### config.mk
export PLATFORM = sky130hd
export DESIGN_NAME = exec_prio_resolver
export DESIGN_NICKNAME = d
export VERILOG_FILES = /design/src/rtl/prio_pkg.sv /design/src/rtl/prio_ctrl.sv /design/src/rtl/prio_datapath.sv /design/src/rtl/exec_prio_resolver.sv
export SDC_FILE = /design/constraint.sdc
export NUM_CORES = 1
export LEC_CHECK = 0
export ABC_AREA = 1
export CAP_MARGIN = 10
export CORE_MARGIN = 4
export CORE_UTILIZATION = 41
export CTS_BUF_LIST = sky130_fd_sc_hd__clkbuf_4 sky130_fd_sc_hd__clkbuf_8
export DETAILED_ROUTE_END_ITERATION = 8
export GPL_TIMING_DRIVEN = 0
export PLACE_DENSITY = 0.7
export SETUP_SLACK_MARGIN = 0.2
export SLEW_MARGIN = 20
export SYNTH_ARGS = -nofsm -noshare
export SYNTH_HDL_FRONTEND = slang
export SYNTH_SLANG_ARGS = --single-unit
### constraint.sdc
create_clock -name clk -period 6.53 [get_ports clk]
set_input_delay 1.6325 -clock clk [delete_from_list [all_inputs] [get_ports clk]]
set_output_delay 1.6325 -clock clk [all_outputs]
set_load 0.01 [all_outputs]
### src/rtl/prio_pkg.sv
package prio_pkg;
  typedef struct packed {
    logic load;
    logic markValid;
  } ctrlStrobes_t;

  function automatic logic [7:0] groupMask8(input logic [2:0] binPt);
    logic [7:0] m;
    m = 8'hFF << (32'(binPt) + 32'd1);
    return m;
  endfunction
endpackage

### src/rtl/prio_ctrl.sv
module prio_ctrl
  import prio_pkg::*;
(
  input  logic         clk,
  input  logic         rstN,
  input  logic         changed,
  output ctrlStrobes_t strobes,
  output logic         validQ
);
  always_comb begin
    strobes.load      = changed;
    strobes.markValid = changed;
  end

  always_ff @(posedge clk) begin
    if (!rstN) validQ <= 1'b0;
    else       validQ <= strobes.markValid;
  end
endmodule

### src/rtl/prio_datapath.sv
module prio_datapath
  import prio_pkg::*;
#(
  parameter int PRIO_W = 10,
  parameter int LVL_W  = 8,
  parameter int BP_W   = 3
) (
  input  logic                     clk,
  input  logic                     rstN,
  input  logic [LVL_W-1:0]         baseNs,
  input  logic [LVL_W-1:0]         baseS,
  input  logic                     pmNs,
  input  logic                     pmS,
  input  logic                     fmNs,
  input  logic                     fmS,
  input  logic                     prioSecure,
  input  logic                     faultsToNs,
  input  logic [BP_W-1:0]          binPtNs,
  input  logic [BP_W-1:0]          binPtS,
  input  logic signed [PRIO_W-1:0] activePrio,
  input  ctrlStrobes_t             strobes,
  output logic                     changed,
  output logic signed [PRIO_W-1:0] heldQ
);
  localparam int NBANK = 2;
  localparam int EXT_W = PRIO_W - LVL_W;
  localparam logic signed [PRIO_W-1:0] NOEXC  = PRIO_W'(1 << LVL_W);
  localparam logic signed [PRIO_W-1:0] NS_CAP = PRIO_W'(1 << (LVL_W - 1));
  localparam logic signed [PRIO_W-1:0] NEG1   = -PRIO_W'(1);
  localparam logic signed [PRIO_W-1:0] NEG3   = -PRIO_W'(3);

  // bank 0 = non-secure, bank 1 = secure
  logic [LVL_W-1:0]         bankBase [NBANK];
  logic [BP_W-1:0]          bankBp   [NBANK];
  logic signed [PRIO_W-1:0] bankGrp  [NBANK];
  logic                     bankOn   [NBANK];

  assign bankBase[0] = baseNs;
  assign bankBase[1] = baseS;
  assign bankBp[0]   = binPtNs;
  assign bankBp[1]   = binPtS;

  for (genvar b = 0; b < NBANK; b++) begin : g_bank
    logic [LVL_W-1:0] grpMask;
    always_comb begin
      grpMask = {LVL_W{1'b1}} << (32'(bankBp[b]) + 32'd1);
      bankGrp[b] = $signed({{EXT_W{1'b0}}, bankBase[b] & grpMask});
      bankOn[b]  = (bankBase[b] != '0);
    end
  end

  logic signed [PRIO_W-1:0] running;
  logic signed [PRIO_W-1:0] resolved;

  always_comb begin
    running = NOEXC;
    if (bankOn[0]) running = bankGrp[0];
    if (bankOn[1] && (running > bankGrp[1])) running = bankGrp[1];
    if (pmNs) begin
      if (prioSecure) begin
        if (running > NS_CAP) running = NS_CAP;
      end else begin
        running = '0;
      end
    end
    if (pmS) running = '0;
    if (fmNs) begin
      if (faultsToNs) running = NEG1;
      else if (prioSecure) begin
        if (running > NS_CAP) running = NS_CAP;
      end else begin
        running = '0;
      end
    end
    if (fmS) running = faultsToNs ? NEG3 : NEG1;
    resolved = (running < activePrio) ? running : activePrio;
  end

  assign changed = (resolved != heldQ);

  always_ff @(posedge clk) begin
    if (!rstN)             heldQ <= NOEXC;
    else if (strobes.load) heldQ <= resolved;
  end
endmodule

### src/rtl/exec_prio_resolver.sv
module exec_prio_resolver
  import prio_pkg::*;
#(
  parameter int PRIO_W = 10,
  parameter int LVL_W  = 8,
  parameter int BP_W   = 3
) (
  input  logic                     clk,
  input  logic                     rstN,
  input  logic [LVL_W-1:0]         baseNs,
  input  logic [LVL_W-1:0]         baseS,
  input  logic                     pmNs,
  input  logic                     pmS,
  input  logic                     fmNs,
  input  logic                     fmS,
  input  logic                     prioSecure,
  input  logic                     faultsToNs,
  input  logic [BP_W-1:0]          binPtNs,
  input  logic [BP_W-1:0]          binPtS,
  input  logic signed [PRIO_W-1:0] activePrio,
  output logic signed [PRIO_W-1:0] execPrio,
  output logic                     prioValid
);
  ctrlStrobes_t strobes;
  logic         changed;

  prio_ctrl u_ctrl (
    .clk(clk), .rstN(rstN), .changed(changed),
    .strobes(strobes), .validQ(prioValid)
  );

  prio_datapath #(.PRIO_W(PRIO_W), .LVL_W(LVL_W), .BP_W(BP_W)) u_dp (
    .clk(clk), .rstN(rstN), .baseNs(baseNs), .baseS(baseS),
    .pmNs(pmNs), .pmS(pmS), .fmNs(fmNs), .fmS(fmS),
    .prioSecure(prioSecure), .faultsToNs(faultsToNs),
    .binPtNs(binPtNs), .binPtS(binPtS), .activePrio(activePrio),
    .strobes(strobes), .changed(changed), .heldQ(execPrio)
  );
endmodule

==> flow_metrics.env, run 1 <==
export IMPL_die_area_sq_um=5901
export IMPL_syn_area_per_cell_sq_um=5.728
export IMPL_hp_class="reg2reg"
export IMPL_io_buffers=50
export IMPL_fmax_ghz=0.1590
export IMPL_drt_wl_total_um=6012
export IMPL_synth_top_area_cell="nand2_1"
export IMPL_synth_edf_count=0
export IMPL_htreeDepth=1
export IMPL_viasPerCell=5.152
export IMPL_synth_top_cell_area_share_pct=17.78
export IMPL_power_leakage_nw=1.578
export IMPL_die_w_um=76.82
export IMPL_fin_ws_ps=240.2
export IMPL_synth_cell_type_count=30
export IMPL_p_per_area_nw_per_um2=160.4
export IMPL_wire_per_inst_um=12.85
export IMPL_path_buf_inv=6
export IMPL_io_pins=51
export IMPL_nNetsFinal=479
export IMPL_drv_slew=0
export IMPL_grt_max_degree=11
export IMPL_finalHoldViolCount=0
export IMPL_syn_num_nets=401
export IMPL_die_y_um=76.82
export IMPL_cts_root_buf="clkbuf_8"
export IMPL_drv_cap=0
export IMPL_first_global_vias=2171
export IMPL_seq_area_frac_synth_pct=11.34
export IMPL_initial_core_util_pct=43.40
export IMPL_mostFrequentLayoutCells="nand2_1, inv_1, clkdlybuf4s50_1"
export IMPL_synthArstFlopShare_pct=0
export IMPL_dp_hpwl_um=4421
export IMPL_finClkSkew_ps=1.253
export IMPL_cts_hold_buffers=0
export IMPL_critPathSlowestCell="ha_4"
export IMPL_ys_warn_count=0
export IMPL_drt_iter0_markers=221
export IMPL_antenna_cells=0
export IMPL_antenna_found_initial=0
export IMPL_crit_path_max_incr_delay_ps=290
export IMPL_synth_area_leaders="nand2_1, ha_1, inv_1"
export IMPL_status="completed"
export IMPL_start_kind="primary input"
export IMPL_layout_drive_gt1_share_pct=29.09
export IMPL_cts_tree="done"
export IMPL_cp_required_ps=6660
export IMPL_synthToLayoutAreaGrowth_pct=57.93
export IMPL_clk_pin_slew_ps=50
export IMPL_routed_via_count=2411
export IMPL_cts_buffers=3
export IMPL_num_fill_cells=378
export IMPL_crit_arrival_ps=6420
export IMPL_seqCellArea_sq_um=220.2
export IMPL_syn_area_sq_um=1942
export IMPL_rows=24
export IMPL_grt_ovfl_total=0
export IMPL_dp_slack_ps=-724.7
export IMPL_clk_latency_ps=240
export IMPL_place_congestion=0.8428
export IMPL_clk_path_buf_depth=2
export IMPL_regToRegSetupSlack_ps=5510
export IMPL_grt_pass1_wl_um=9611
export IMPL_antenna_left=0
export IMPL_final_common_cell="nand2_1"
export IMPL_path_max_fanout=6
export IMPL_drc=0
export IMPL_setup_viol=0
export IMPL_fp_coreArea_sq_um=4474
export IMPL_rsz0062_at_grt="true"
export IMPL_min_period_ps=6290
export IMPL_max_slew_margin_rel_pct=57.94
export IMPL_tightest_slew_ps=621.1
export IMPL_ys_ff_latch=11
export IMPL_ys_flop_type="dfxtp_1"
export IMPL_drt_first_pass_iters=4
export IMPL_finalCritPeriodShare_pct=96.32
export IMPL_path_delay_family="simple AND/OR/NAND/NOR gates"
export IMPL_syn_inst=339
export IMPL_multi_input_area_sq_um=1829
export IMPL_worst_setup_path_end_kind="flop"
export IMPL_ir_drop_mv=0.1055
export IMPL_critical_path_class="in2reg"
export IMPL_stdcell_area_sq_um=3067
export IMPL_globalRouteTotalUtil_pct=19.15
export IMPL_cts_sinks=11
export IMPL_placed_cell_area_sq_um=2507
## per-layer routing
layer	global-route usage, %	vias up	part of all wire, %
met5	0	-	0
met4	1.630	0	0.88
met3	3.864	8	4.3
met2	33.97	67	50
met1	24.68	1099	44
li1	-	1237	-
## Yosys cell counts (4+ instances only)
master,n
nand4_1,4
inv_2,5
nand3b_1,6
nand2_1,92
ha_1,22
nor2_1,27
nor3_1,5
nand2_2,10
dfxtp_1,11
o21ai_0,6
nand3_1,41
nand2_4,4
inv_1,64
a21oi_1,19
## state kept, by name, summed over array words and instances, names as in the netlist
register,cells
u_dp.heldQ,10
u_ctrl.validQ,1
## stage by stage
stage          hold slack (ps)  TNS (ps)  util, %  instances  power (mW)
2_1_floorplan            670.9         0        -        339      0.2498
5_1_grt                  794.4    -109.3    68.54        468      0.5328
6_report                 704.8         0    68.54        468      0.4919
3_5_place_dp             667.1     -3446    56.04        441      0.3299
3_3_place_gp             663.9     -2927    56.04        441      0.3254
4_1_cts                  674.2         0    63.59        460      0.4476
## worst reg2reg max path, cell delays in order, from the launching register on
cell     delay, ps
dfxtp_1        350
inv_1           50
nand3_1         70
nand2_1         70
nor2_1         100
nand3_1        100
nor2_1         110
nor2_1          50
## cell families (layout without fill, tap and decap cells)
logic type	count (synthesis)	in the layout	share of synthesized area, %
buffers and inverters	72	144	14.30
AND/OR/NAND/NOR	201	206	50.64
AO/OA/AOI/OAI	32	32	9.085
adder cells (fa/ha/maj)	22	22	14.18
XOR/XNOR	1	1	0.4511
flip-flops	11	11	11.34
## layout make-up
class                           instances  area share [%]
Multi-Input combinational cell        261           59.65
Buffer                                  1          0.3672
Sequential cell                        11           7.181
Inverter                               71           8.772
Timing Repair Buffer                   68           20.32
Clock buffer                            4           1.591
Tap cell                               52           2.122
## path summary, 6_finish.rpt
path | from | to | depth (start not counted)
min reg2reg | u_dp.heldQ[3] | u_ctrl.validQ | 6
max reg2reg | u_dp.heldQ[0] | u_ctrl.validQ | 7
min | u_dp.heldQ[3] | u_ctrl.validQ | 6
max | binPtNs[1] | u_ctrl.validQ | 41
## power by group
group / switching [mW] / internal (mW)
Clock: 0.0262 / 0.0471
Combinational: 0.189 / 0.147
Sequential: 0.00573 / 0.0761
Total: 0.221 / 0.271
## repair_timing
item,4_1_cts,5_1_grt
setup endpoints to repair,11,11
setup buffers,11,6
cloned,4,2
pin swaps,31,43
gates resized for setup,52,50
Note: power is estimated with default switching activity, not from simulation.
==> run 2, diff against run 1 <==
--- a/config.mk
+++ b/config.mk
@@ -11,8 +11,9 @@
 export CORE_UTILIZATION = 41
 export CTS_BUF_LIST = sky130_fd_sc_hd__clkbuf_4 sky130_fd_sc_hd__clkbuf_8
 export DETAILED_ROUTE_END_ITERATION = 8
+export DONT_BUFFER_PORTS = 1
 export GPL_TIMING_DRIVEN = 0
-export PLACE_DENSITY = 0.7
+export PLACE_DENSITY = 0.56
 export SETUP_SLACK_MARGIN = 0.2
 export SLEW_MARGIN = 20
 export SYNTH_ARGS = -nofsm -noshare
==> run 2 against run 1 <==
  * Fmax is 0.81% higher
  * Cell count is 11% lower
  * Largest cell class unchanged
  * Die area stayed put
  * Total power is 8.7% lower
  * Highest routed layer unchanged
  * Critical path type unchanged
==> flow_metrics.env, run 2 (synthesis results as in run 1) <==
export IMPL_cts_tree="done"
export IMPL_path_delay_family="simple AND/OR/NAND/NOR gates"
export IMPL_clk_latency_ps=240
export IMPL_dp_slack_ps=-223.6
export IMPL_clk_path_buf_depth=2
export IMPL_rsz0062_at_grt="true"
export IMPL_wire_per_inst_um=13.60
export IMPL_grt_ovfl_total=0
export IMPL_max_slew_margin_rel_pct=68.70
export IMPL_synthToLayoutAreaGrowth_pct=32.67
export IMPL_hold_ws_ps=752.2
export IMPL_dp_cells=391
export IMPL_status="completed"
export IMPL_r2r_cells=7
export IMPL_die_area_sq_um=5901
export IMPL_min_to="u_ctrl.validQ"
export IMPL_nNetsFinal=429
export IMPL_drt_iter0_markers=135
export IMPL_utilization_pct=57.58
export IMPL_die_w_um=76.82
export IMPL_reg2reg_from="u_dp.heldQ[5]"
export IMPL_regToRegSetupSlack_ps=5420
export IMPL_p_per_area_nw_per_um2=174.4
export IMPL_mostFrequentLayoutCells="nand2_1, inv_1, nand3_1, nor2_1, nand2_2"
export IMPL_final_common_cell="nand2_1"
export IMPL_ir_drop_mv=0.1133
export IMPL_power_total_uw=449.2
export IMPL_htreeDepth=1
export IMPL_min_path_cells=6
export IMPL_rows=24
export IMPL_fin_ws_ps=291.0
export IMPL_crit_arrival_ps=6370
export IMPL_top_regs="u_dp.heldQ x10, u_ctrl.validQ x1"
export IMPL_setup_viol=0
export IMPL_comb_power_share_pct=63.7
export IMPL_path_max_fanout=7
export IMPL_worst_setup_path_end_kind="flop"
export IMPL_hp_class="reg2reg"
export IMPL_stdcell_count=418
export IMPL_min_delay_start="u_dp.heldQ[3]"
export IMPL_finalCritPeriodShare_pct=95.54
export IMPL_clk_pin_slew_ps=50
export IMPL_drv_slew=0
export IMPL_dp_hpwl_um=4168
export IMPL_top_register="u_dp.heldQ"
export IMPL_drv_cap=0
export IMPL_tns_ps=0
export IMPL_cts_root_buf="clkbuf_8"
export IMPL_critPathSlowestCell="ha_4"
export IMPL_p_seq_share_pct=19.4
export IMPL_antenna_cells=0
export IMPL_drt_wl_total_um=5683
export IMPL_stdcell_area_sq_um=2576
export IMPL_crit_path_max_incr_delay_ps=300
export IMPL_intPower_uw=237.7
export IMPL_globalRouteTotalUtil_pct=16.77
export IMPL_initial_core_util_pct=43.40
export IMPL_largest_register_ffs=10
export IMPL_critical_path_class="in2reg"
export IMPL_finClkSkew_ps=2.829
export IMPL_routed_via_count=2161
export IMPL_grt_max_degree=11
export IMPL_power_leakage_nw=1.403
export IMPL_die_y_um=76.82
export IMPL_path_buf_inv=5
export IMPL_io_pins=51
export IMPL_cts_buffers=3
export IMPL_fmax_ghz=0.1603
export IMPL_finalHoldViolCount=0
export IMPL_drt_first_pass_iters=4
export IMPL_place_congestion=0.8534
export IMPL_tightest_slew_ps=469.0
export IMPL_cts_hold_buffers=0
export IMPL_num_fill_cells=428
export IMPL_min_period_ps=6239
export IMPL_drc=0
export IMPL_switching_share_pct=47.07
export IMPL_fp_coreArea_sq_um=4474
export IMPL_cp_common_cell="nand2_2"
export IMPL_cts_sinks=11
export IMPL_start_kind="primary input"
export IMPL_io_buffers=0
export IMPL_first_global_vias=1810
export IMPL_placed_cell_area_sq_um=2007
export IMPL_cp_required_ps=6660
export IMPL_layout_drive_gt1_share_pct=30.33
export IMPL_viasPerCell=5.170
export IMPL_p_clk_share_pct=16.9
export IMPL_antenna_found_initial=0
export IMPL_p_sw_uw=211.4
export IMPL_antenna_left=0
export IMPL_grt_pass1_wl_um=8293
export IMPL_r2r_end="u_ctrl.validQ"
==> run 2: changes by cell type in the layout (fill, tap and decap cells not counted), sizes merged <==
cell / delta
buf: -1
clkbuf: -3
clkdlybuf4s50: -44
dlygate4sd2: -1
nand3: -1
==> run 2: timing repair <==
item                                    CTS  global route
pin swaps                                 3            44
setup buffers                             1            17
endpoints found under the setup margin    1             9
gates resized for setup                   8            71
cloned                                    0             5
==> run 2: tightest hold or removal path, stage by stage, from the launching register on <==
cell	delay [ps]
dfxtp_1	390
nand2_1	70
nand2_1	50
nor2_1	30
nand2_1	50
nor2_1	30
nor2_1	80
==> run 2: routing by layer <==
metal | share of wire [%] | vias up | wire (um) | global-route usage (%)
met5 | 0 | - | 0 | 0
met4 | 0.40 | 0 | 23 | 2.174
met3 | 7.3 | 2 | 416 | 4.918
met2 | 44 | 60 | 2515 | 24.74
met1 | 48 | 962 | 2727 | 24.42
li1 | - | 1137 | - | -
==> run 2: power by group through the flow <==
stage	logic (mW)	clock network (mW)	registers (mW)
global route	0.319	0.0830	0.0888
global placement	0.196	0	0.0887
finish	0.286	0.0759	0.0873
detailed placement	0.198	0	0.0887
CTS	0.207	0.0779	0.0873
floorplan	0.163	0	0.0868
==> run 2: worst max path at each step <==
stage | from | endpoint | slack, ps | depth (start not counted)
6_report | binPtNs[0] | u_ctrl.validQ | 290 | 40
5_1_grt | binPtNs[0] | u_ctrl.validQ | -80 | 39
4_1_cts | binPtNs[0] | u_ctrl.validQ | 210 | 42
3_5_place_dp | binPtNs[0] | u_ctrl.validQ | -220 | 42
3_3_place_gp | binPtNs[0] | u_ctrl.validQ | -170 | 42
2_1_floorplan | binPtNs[0] | u_ctrl.validQ | 540 | 42
==> run 2: final cells by class <==
type	instances	area, sq um	area share, %
repair buffers	19	155.1	6.022
inverters	71	269.0	10.44
clock buffers	4	48.80	1.894
well taps	52	65.06	2.525
multi-input cells	260	1807	70.13
plain buffers	1	11.26	0.4371
flip-flops and latches	11	220.2	8.548
==> run 3, diff against run 2 <==
--- a/config.mk
+++ b/config.mk
@@ -15,7 +15,6 @@
 export GPL_TIMING_DRIVEN = 0
 export PLACE_DENSITY = 0.56
 export SETUP_SLACK_MARGIN = 0.2
-export SLEW_MARGIN = 20
 export SYNTH_ARGS = -nofsm -noshare
 export SYNTH_HDL_FRONTEND = slang
 export SYNTH_SLANG_ARGS = --single-unit
==> results of run 3 <==
No change in the layout: final DEF, timing and power equal those of run 2.
